===== src/rtl/ctchk_pkg.sv =====
package ctchk_pkg;
  typedef enum logic [1:0] {
    CT_NONE = 2'd0,
    CT_JAL  = 2'd1,
    CT_JALR = 2'd2,
    CT_BR   = 2'd3
  } ct_op_e;

  localparam int unsigned CAUSE_FETCH_MISALIGNED = 0;
  localparam int unsigned LINK_BYTES = 4;
  localparam logic [1:0]  MASK_STRICT = 2'b11;
  localparam logic [1:0]  MASK_COMPR  = 2'b01;
endpackage


===== src/rtl/ctchk_target.sv =====
module ctchk_target
  import ctchk_pkg::*;
#(
  parameter int unsigned XLEN = 64
) (
  input  ct_op_e          op_i,
  input  logic [XLEN-1:0] rs1_i,
  input  logic [XLEN-1:0] imm_i,
  input  logic [XLEN-1:0] pc_i,
  output logic [XLEN-1:0] target_o,
  output logic [XLEN-1:0] link_o
);
  logic [XLEN-1:0] base;
  logic [XLEN-1:0] sum;

  always_comb begin
    base = (op_i == CT_JALR) ? rs1_i : pc_i;
    sum  = base + imm_i;
    target_o = sum;
    // indirect jump discards bit 0 before any alignment test
    if (op_i == CT_JALR) target_o[0] = 1'b0;
  end

  assign link_o = pc_i + XLEN'(LINK_BYTES);
endmodule


===== src/rtl/ctchk_align.sv =====
module ctchk_align
  import ctchk_pkg::*;
#(
  parameter int unsigned LOW_BITS = 2
) (
  input  logic                valid_i,
  input  ct_op_e              op_i,
  input  logic                taken_i,
  input  logic                rvc_en_i,
  input  logic [LOW_BITS-1:0] tgt_low_i,
  output logic                xfer_o,
  output logic                fault_o
);
  logic [LOW_BITS-1:0] mask;
  logic [LOW_BITS-1:0] hit;

  assign mask = rvc_en_i ? LOW_BITS'(MASK_COMPR) : LOW_BITS'(MASK_STRICT);

  for (genvar b = 0; b < LOW_BITS; b++) begin : g_bit
    assign hit[b] = tgt_low_i[b] & mask[b];
  end

  always_comb begin
    unique case (op_i)
      CT_JAL, CT_JALR: xfer_o = valid_i;
      CT_BR:           xfer_o = valid_i & taken_i;
      default:         xfer_o = 1'b0;
    endcase
  end

  assign fault_o = xfer_o & (|hit);
endmodule


===== src/rtl/ctchk_outreg.sv =====
module ctchk_outreg #(
  parameter int unsigned XLEN  = 64,
  parameter int unsigned REG_W = 5
) (
  input  logic             clk_i,
  input  logic             rst_ni,
  input  logic             redir_d,
  input  logic [XLEN-1:0]  redir_pc_d,
  input  logic             we_d,
  input  logic [REG_W-1:0] waddr_d,
  input  logic [XLEN-1:0]  wdata_d,
  input  logic             trap_d,
  input  logic [XLEN-1:0]  cause_d,
  input  logic [XLEN-1:0]  epc_d,
  input  logic [XLEN-1:0]  tval_d,
  output logic             redir_q,
  output logic [XLEN-1:0]  redir_pc_q,
  output logic             we_q,
  output logic [REG_W-1:0] waddr_q,
  output logic [XLEN-1:0]  wdata_q,
  output logic             trap_q,
  output logic [XLEN-1:0]  cause_q,
  output logic [XLEN-1:0]  epc_q,
  output logic [XLEN-1:0]  tval_q
);
  always_ff @(posedge clk_i or negedge rst_ni) begin
    if (!rst_ni) begin
      redir_q    <= 1'b0;
      redir_pc_q <= '0;
      we_q       <= 1'b0;
      waddr_q    <= '0;
      wdata_q    <= '0;
      trap_q     <= 1'b0;
      cause_q    <= '0;
      epc_q      <= '0;
      tval_q     <= '0;
    end else begin
      redir_q    <= redir_d;
      redir_pc_q <= redir_pc_d;
      we_q       <= we_d;
      waddr_q    <= waddr_d;
      wdata_q    <= wdata_d;
      trap_q     <= trap_d;
      cause_q    <= cause_d;
      epc_q      <= epc_d;
      tval_q     <= tval_d;
    end
  end
endmodule


===== src/rtl/ctchk_top.sv =====
module ctchk_top
  import ctchk_pkg::*;
#(
  parameter int unsigned XLEN  = 64,
  parameter int unsigned REG_W = 5
) (
  input  logic             clk_i,
  input  logic             rst_ni,
  input  logic             valid_i,
  input  logic [1:0]       op_i,
  input  logic             taken_i,
  input  logic [XLEN-1:0]  rs1_i,
  input  logic [XLEN-1:0]  imm_i,
  input  logic [XLEN-1:0]  pc_i,
  input  logic [REG_W-1:0] rd_i,
  input  logic             rvc_en_i,
  output logic             redirect_valid_o,
  output logic [XLEN-1:0]  redirect_pc_o,
  output logic             rd_we_o,
  output logic [REG_W-1:0] rd_addr_o,
  output logic [XLEN-1:0]  rd_wdata_o,
  output logic             trap_o,
  output logic [XLEN-1:0]  trap_cause_o,
  output logic [XLEN-1:0]  trap_epc_o,
  output logic [XLEN-1:0]  trap_tval_o
);
  localparam int unsigned LOW_BITS = 2;

  ct_op_e          op;
  logic [XLEN-1:0] target;
  logic [XLEN-1:0] link;
  logic            xfer;
  logic            fault;
  logic            is_jump;
  logic            redir_d;
  logic            we_d;

  assign op = ct_op_e'(op_i);

  ctchk_target #(.XLEN(XLEN)) u_target (
    .op_i    (op),
    .rs1_i   (rs1_i),
    .imm_i   (imm_i),
    .pc_i    (pc_i),
    .target_o(target),
    .link_o  (link)
  );

  ctchk_align #(.LOW_BITS(LOW_BITS)) u_align (
    .valid_i  (valid_i),
    .op_i     (op),
    .taken_i  (taken_i),
    .rvc_en_i (rvc_en_i),
    .tgt_low_i(target[LOW_BITS-1:0]),
    .xfer_o   (xfer),
    .fault_o  (fault)
  );

  assign is_jump = valid_i & ((op == CT_JAL) | (op == CT_JALR));
  assign redir_d = xfer & ~fault;
  // faulting jumps must not link; x0 writes are dropped
  assign we_d    = is_jump & ~fault & (rd_i != '0);

  ctchk_outreg #(.XLEN(XLEN), .REG_W(REG_W)) u_outreg (
    .clk_i     (clk_i),
    .rst_ni    (rst_ni),
    .redir_d   (redir_d),
    .redir_pc_d(redir_d ? target : '0),
    .we_d      (we_d),
    .waddr_d   (we_d ? rd_i : '0),
    .wdata_d   (we_d ? link : '0),
    .trap_d    (fault),
    .cause_d   (XLEN'(CAUSE_FETCH_MISALIGNED)),
    .epc_d     (fault ? pc_i : '0),
    .tval_d    (fault ? target : '0),
    .redir_q   (redirect_valid_o),
    .redir_pc_q(redirect_pc_o),
    .we_q      (rd_we_o),
    .waddr_q   (rd_addr_o),
    .wdata_q   (rd_wdata_o),
    .trap_q    (trap_o),
    .cause_q   (trap_cause_o),
    .epc_q     (trap_epc_o),
    .tval_q    (trap_tval_o)
  );
endmodule


===== config.mk =====
export PLATFORM = sky130hd
export DESIGN_NAME = ctchk_top
export DESIGN_NICKNAME = d
export VERILOG_FILES = /design/src/rtl/ctchk_pkg.sv /design/src/rtl/ctchk_target.sv /design/src/rtl/ctchk_align.sv /design/src/rtl/ctchk_outreg.sv /design/src/rtl/ctchk_top.sv
export SDC_FILE = /design/constraint.sdc
export NUM_CORES = 1
export LEC_CHECK = 0
export BUFFER_PORTS_ARGS = -buffer_cell sky130_fd_sc_hd__buf_2
export CORE_ASPECT_RATIO = 1.75
export CORE_MARGIN = 3
export CORE_UTILIZATION = 35
export CTS_CLUSTER_SIZE = 12
export DETAILED_ROUTE_END_ITERATION = 10
export GPL_TIMING_DRIVEN = 0
export PLACE_DENSITY_LB_ADDON = 0.12
export SYNTH_ARGS = -nofsm -noshare
export SYNTH_HDL_FRONTEND = slang
export SYNTH_SLANG_ARGS = --single-unit

===== constraint.sdc =====
create_clock -name clk_i -period 1.25 [get_ports clk_i]
set_input_delay 0.375 -clock clk_i [delete_from_list [all_inputs] [get_ports clk_i]]
set_output_delay 0.375 -clock clk_i [all_outputs]
set_load 0.01 [all_outputs]

==> metrics.cfg, run 1 <==
[status]
status = complete, but fails checks
violations = negative hold slack, negative setup slack

[finish]
fin_util_pct = 54.25
layout-drive-gt1-share_pct = 47.94
syn_to_final_growth_pct = 51.86
nets = 2433

[power_and_ir_drop]
switching_share_pct = 33.28
peakVddDrop_mv = 0.7350
power_leakage_nw = 11.17
p_int_mw = 16.79
p_switching_mw = 8.376
p_per_area_nw_per_um2 = 1148
pwr-share-comb_pct = 34.5
power.share.clock_pct = 29.1
seqPwrFrac_pct = 36.4
power_mw = 25.17

[logic_synthesis]
synth.yosys.seq_area_share_pct = 45.76
synth_edf_count = 0
synth.ff_latch_count = 264
dominantRegCellSynth = dfrtp_1
synth_warnings = 0
synthArstFlopShare_pct = 100.0
netlist_area_um2 = 14440
synth_top_area_cell = dfrtp_1
syn_inst = 1498
synth_commonest_cells = dfrtp_1, nor2_1, a21oi_1
yosysMostFrequentCell = dfrtp_1
synth.distinct_cells = 69
ys_top_cells_by_area = dfrtp_1, ha_1, nor2_1, mux2_2, xor2_1
yosysTopAreaCellShare_pct = 45.76
syn_avg_cell_area_um2 = 9.638

[die]
core_um2 = 40420
initial_core_util_pct = 35.72
rows = 97
fp.dieH_um = 274.7
dieArea_um2 = 43820
die_w_um = 159.5
top_level_ports = 532

[routing]
dr.pass1.iters = 5
vias = 13920
finalWirelength_um = 61640
drc_errors = 0
drt_iter0_drc = 762
routed_via_density = 5.137
antenna_left = 0
wl_per_cell_um = 22.75

[sta]
timing.setup.tns_ps = -426240
finalWorstSetupSlack_ps = -2225
setup-violations-final = 526
drv_slew = 0
maxSlewHeadroom_pct = 55.31
fmax_mhz = 287.8
rsz0062_at_grt = yes
finalHoldViolations = 74
fin_hold_ws_ps = -186.3
tightest_slew_ps = 667.8
min_period_over_period_pct = 278.0
fin_crit_ps = 3475

[min_path]
hold_path_class = in2async

[grt]
grt_antenna_before_repair = 7
grtUsageTotal_pct = 26.42
grt_start_max_net_pins = 112
grt_pass1_vias = 14370
grt_pass1_wl_um = 88190
gr-total-overflow = 0

[clock_tree]
root_buffer = clkbuf_16
cts_tree = built
htree_num_levels = 1
cts_sinks = 264
ctsLongestPathBuffers = 3
clk_pin_slew_worst_paths_ps = 60
cts_buffers = 27

[setup_path]
worstSetupPathType = in2reg
cp.arrival_ps = 3910
crit_required_ps = 1680
path_max_fanout = 6
crit_path_start_kind = primary input
crit_path_end_kind = flop

[run]
drv_cap = 0

[place]
portBuffers = 466
hpwl_um = 48270
finalWeightedCongestion = 0.9513

[power groups by stage]
| stage | logic [mW] | registers [mW] | clock network (mW) |
|---|---|---|---|
| 2_1_floorplan | 3.65 | 9.60 | 0 |
| 5_1_grt | 9.29 | 9.21 | 7.76 |
| 3_3_place_gp | 6.46 | 9.32 | 0 |
| 4_1_cts | 7.47 | 9.16 | 7.50 |
| 6_report | 8.68 | 9.16 | 7.32 |
| 3_5_place_dp | 6.54 | 9.31 | 0 |
[repair_timing]
action | CTS | global route
setup endpoints to repair | 526 | 527
cloned | 2 | 5
endpoints found under the hold margin | 74 | 74
pin swaps | 61 | 136
setup buffers | 52 | 51
resized for setup | 167 | 210
[cell usage in the layout (no fill, tap or decap), types with 9 or more instances in the layout]
cell	count
buf_2	467
dfrtp_1	264
nor2_1	184
buf_4	137
nand2_1	87
and3_1	72
conb_1	65
a21oi_1	58
mux2_2	45
xor2_1	43
ha_1	39
clkbuf_16	36
o21ai_0	34
nand3_1	32
nand4_1	31
buf_6	28
ha_4	28
clkbuf_1	27
inv_1	27
a21oi_2	26
xnor2_1	23
a21o_1	21
or3_1	19
a21oi_4	17
nor2_2	17
o21ai_2	16
mux2_4	14
and2_1	14
o21a_1	14
o21bai_1	13
xor2_2	13
xnor2_2	13
buf_8	12
o21ai_4	9
nor3_2	9
[worst max path at each step]
stage | start | to | slack (ps)
2_1_floorplan | op_i[0] | u_outreg.redir_pc_q[60] | -2050
3_3_place_gp | rst_ni | u_outreg.epc_q[62] | -4960
3_5_place_dp | op_i[0] | u_outreg.redir_pc_q[52] | -3410
4_1_cts | op_i[0] | u_outreg.tval_q[63] | -2160
5_1_grt | op_i[0] | u_outreg.tval_q[62] | -2300
6_report | op_i[0] | u_outreg.tval_q[63] | -2220
[routing by layer]
metal  global-route usage (%)  routed length [um]
met1                    28.13               21660
met2                    50.28               33150
met3                    4.640                3454
met4                    12.31                3366
met5                        0                   0
[metrics by stage]
stage          instance area (um^2)  std cells  setup WS (ps)  hold WS (ps)
6_report                      21920       2709          -2225        -186.3
5_1_grt                       21920       2708          -2297        -144.7
4_1_cts                       20440       2659          -2162        -171.8
3_5_place_dp                  18380       2574          -3415         397.2
3_3_place_gp                  18310       2572          -4955         601.2
2_1_floorplan                 15300       1562          -2051         79.41
[cell families (layout without fill, tap and decap cells)]
kind of cell / Yosys count / count (layout) / share of synthesized area [%]
compound gates: 268 / 269 / 11.57
xor+xnor: 102 / 102 / 6.188
fa+ha+maj: 76 / 76 / 6.638
buf+inv: 166 / 762 / 6.066
flops: 264 / 264 / 45.76
mux: 62 / 62 / 4.810
other cells: 1 / 71 / 0.02597
simple gates: 559 / 559 / 18.94
[area by class of cell]
type | instances | area, um^2
Fill cell | 3727 | 18490
Multi-Input combinational cell | 1133 | 9276
Sequential cell | 264 | 6606
Timing Repair Buffer | 575 | 3433
Buffer | 122 | 1042
Clock buffer | 30 | 686.9
Tap cell | 544 | 680.7
Inverter | 30 | 127.6
Clock inverter | 5 | 56.30
Antenna cell | 6 | 15.01
[flip-flops by register name, summed over array words and instances, names as in the netlist]
name and cells:
u_outreg.wdata_q 64, u_outreg.redir_q 1, u_outreg.tval_q 64, u_outreg.trap_q 1, u_outreg.redir_pc_q 64, u_outreg.waddr_q 5, u_outreg.epc_q 64, u_outreg.we_q 1
[worst max-delay path: stages]
cell	delay (ps)
buf_12	110
inv_12	40
ha_4	160
buf_12	140
clkbuf_16	160
buf_8	130
mux2_4	340
ha_1	400
nand4_1	230
or3_4	490
a211oi_4	330
o21ai_4	120
a2111oi_4	410
nor3_2	100
nor3b_2	340
No activity file was read; power rests on OpenSTA's default activity.
==> run 2: changes to the inputs <==
- BUFFER_PORTS_ARGS: -buffer_cell sky130_fd_sc_hd__buf_2 -> -buffer_cell sky130_fd_sc_hd__clkbuf_2
- RECOVER_POWER: unset -> 100
==> run 2 against run 1 <==
Effect of this change: the run ends with negative setup slack left; sequential power hardly changed; design area rose by 0.39%; combinational power fell by 0.7%; die area did not move; sequential cell count stayed put; largest power group unchanged.
==> metrics.cfg, run 2 (synthesis results as in run 1) <==
[power_and_ir_drop]
pwr-share-comb_pct = 33.9  ; -0.6 points
switching_share_pct = 33.34  ; +0.062 points
p_int_mw = 16.95  ; +0.97%
power.share.clock_pct = 30.0  ; +0.9 points
p_switching_mw = 8.481  ; +1.2%
seqPwrFrac_pct = 36.1  ; -0.3 points
power_mw = 25.43  ; +1.1%
p_per_area_nw_per_um2 = 1156  ; +0.67%
power_leakage_nw = 11.01  ; -1.4%
peakVddDrop_mv = 0.8118  ; +10%

[clock_tree]
cts_buffers = 27  ; unchanged
cts_tree = built
cts_sinks = 264  ; unchanged
clk_pin_slew_worst_paths_ps = 60  ; about the same
ctsLongestPathBuffers = 3  ; unchanged
htree_num_levels = 1  ; unchanged
root_buffer = clkbuf_16

[routing]
wl_met1_um = 21770  ; +0.48%
vias = 13840  ; -0.57%
dr.pass1.iters = 5  ; unchanged
wl_met3_um = 3507  ; +1.5%
routed.top_layer = met4
drc_errors = 0  ; unchanged
antenna_left = 0  ; unchanged
routed-wl-met2_um = 32890  ; -0.80%
finalWirelength_um = 61750  ; +0.19%
wl_per_cell_um = 22.76  ; about the same
routed_via_density = 5.101  ; -0.71%
drt_iter0_drc = 773  ; +1.4%

[finish]
multi_input_area_um2 = 9301  ; +0.27%
layout-drive-gt1-share_pct = 48.57  ; +0.63 points
final_area_um2 = 22010  ; +0.39%
syn_to_final_growth_pct = 52.46
fin_util_pct = 54.46  ; +0.21 points
layout_commonest_cell = clkbuf_2
nets = 2433  ; unchanged
fill_cells = 3671  ; -1.5%
seqCellArea_um2 = 6606  ; unchanged
mostFrequentLayoutCells = clkbuf_2, dfrtp_1, nor2_1

[grt]
gr-total-overflow = 0  ; unchanged
grt_pass1_vias = 14570  ; +1.4%
grt_antenna_before_repair = 7  ; unchanged
grt_start_max_net_pins = 112  ; unchanged
grtUsageTotal_pct = 26.60  ; +0.18 points
grt_pass1_wl_um = 88980  ; +0.89%

[sta]
drv_slew = 0  ; unchanged
min_period_over_period_pct = 278.3  ; +0.34 points
fmax_mhz = 287.4  ; -0.12%
rsz0062_at_grt = yes
setup-violations-final = 527  ; +0.19%
finalWorstSetupSlack_ps = -2229  ; -4.310 ps
tightest_slew_ps = 1117  ; +448.8 ps
maxSlewHeadroom_pct = 25.56  ; -30 points
finalHoldViolations = 0  ; -100%
timing.setup.tns_ps = -430160  ; -3913 ps
fin_crit_ps = 3479  ; +4.310 ps

[setup_path]
crit_path_end_kind = flop
crit_path_start_kind = primary input
slowest_delay_ps = 480  ; about the same
cpLargestDelayFamily = compound AO/OA/AOI/OAI gates
crit_chain = clkbuf_16 > inv_12 > ha_4 > buf_12 > clkbuf_16 > mux2_4 > ha_4 > buf_6 > nand3_2 > nor2_4 > o2111ai_4 > a311o_2 > a211oi_4 > o21ai_2 > a2111oi_4 > nor3_2 > nor3b_2
startpoint = op_i[0]
crit_required_ps = 1680  ; about the same
critical_path.slowest_cell = a311o_2
cp_num_buf_inv = 5  ; unchanged
path_max_fanout = 7  ; +1
worstSetupPathType = in2reg
cp.arrival_ps = 3910  ; about the same

[die]
die_w_um = 159.5  ; unchanged
top_level_ports = 532  ; unchanged
rows = 97  ; unchanged
core_um2 = 40420  ; unchanged
initial_core_util_pct = 35.72  ; unchanged
dieArea_um2 = 43820  ; unchanged
fp.dieH_um = 274.7  ; unchanged

[min_path]
holdCritStartpoint = rd_i[0]
hold_path_class = in2reg

[status]
status = complete, but fails checks
violations = negative setup slack

[place]
finalWeightedCongestion = 0.9686  ; +1.8%
placed_cell_area_um2 = 18380  ; about the same
hpwl_um = 47840  ; -0.90%
portBuffers = 466  ; unchanged

[run]
drv_cap = 0  ; unchanged

-- run 2: power groups by stage --
stage                     sequential (mW)  clock (mW)  combinational (mW)
after floorplan                      9.60           0                3.65
after global placement               9.35           0                6.45
after detailed placement             9.34           0                6.51
after CTS                            9.19        7.81                7.71
after global routing                 9.23        8.10                9.21
final                                9.19        7.63                8.62
-- run 2: layout make-up --
type | instances | share of cell area, %
clock inverters | 4 | 0.2444
inverters | 30 | 0.5798
flip-flops and latches | 264 | 30.01
well taps | 544 | 3.092
multi-input cells | 1133 | 42.26
diodes | 7 | 0.07958
repair buffers | 571 | 15.56
clock buffers | 34 | 3.325
plain buffers | 126 | 4.843
-- run 2: timing repair --
item / CTS / global route
hold endpoints to repair: 74 / 74
pin swaps: 92 / 100
setup buffers: 69 / 31
gates cloned: 2 / 7
endpoints found under the setup margin: 526 / 526
gates resized for setup: 214 / 201
-- run 2: layer usage --
metal / up-vias / GRT usage (%)
met5: - / 0
met4: 0 / 13.28
met3: 151 / 4.474
met1: 6740 / 28.85
met2: 578 / 49.73
li1: 6369 / -
-- run 2: path summary, 6_finish.rpt --
path	depth (start not counted)	to
min in group asynchronous	1	u_outreg.tval_q[25]
worst max-delay path	17	u_outreg.tval_q[63]
max in group asynchronous	2	u_outreg.wdata_q[61]
worst min-delay path	2	u_outreg.waddr_q[0]
-- run 2: metrics by stage --
step / setup slack, ps / hold WS (ps) / instances
after floorplan: -2051 / 79.41 / 1562
after global placement: -5589 / 602.9 / 2572
after detailed placement: -3420 / 449.3 / 2574
after CTS: -2161 / -146.9 / 2675
after global routing: -2293 / 34.62 / 2713
final: -2229 / 44.15 / 2713
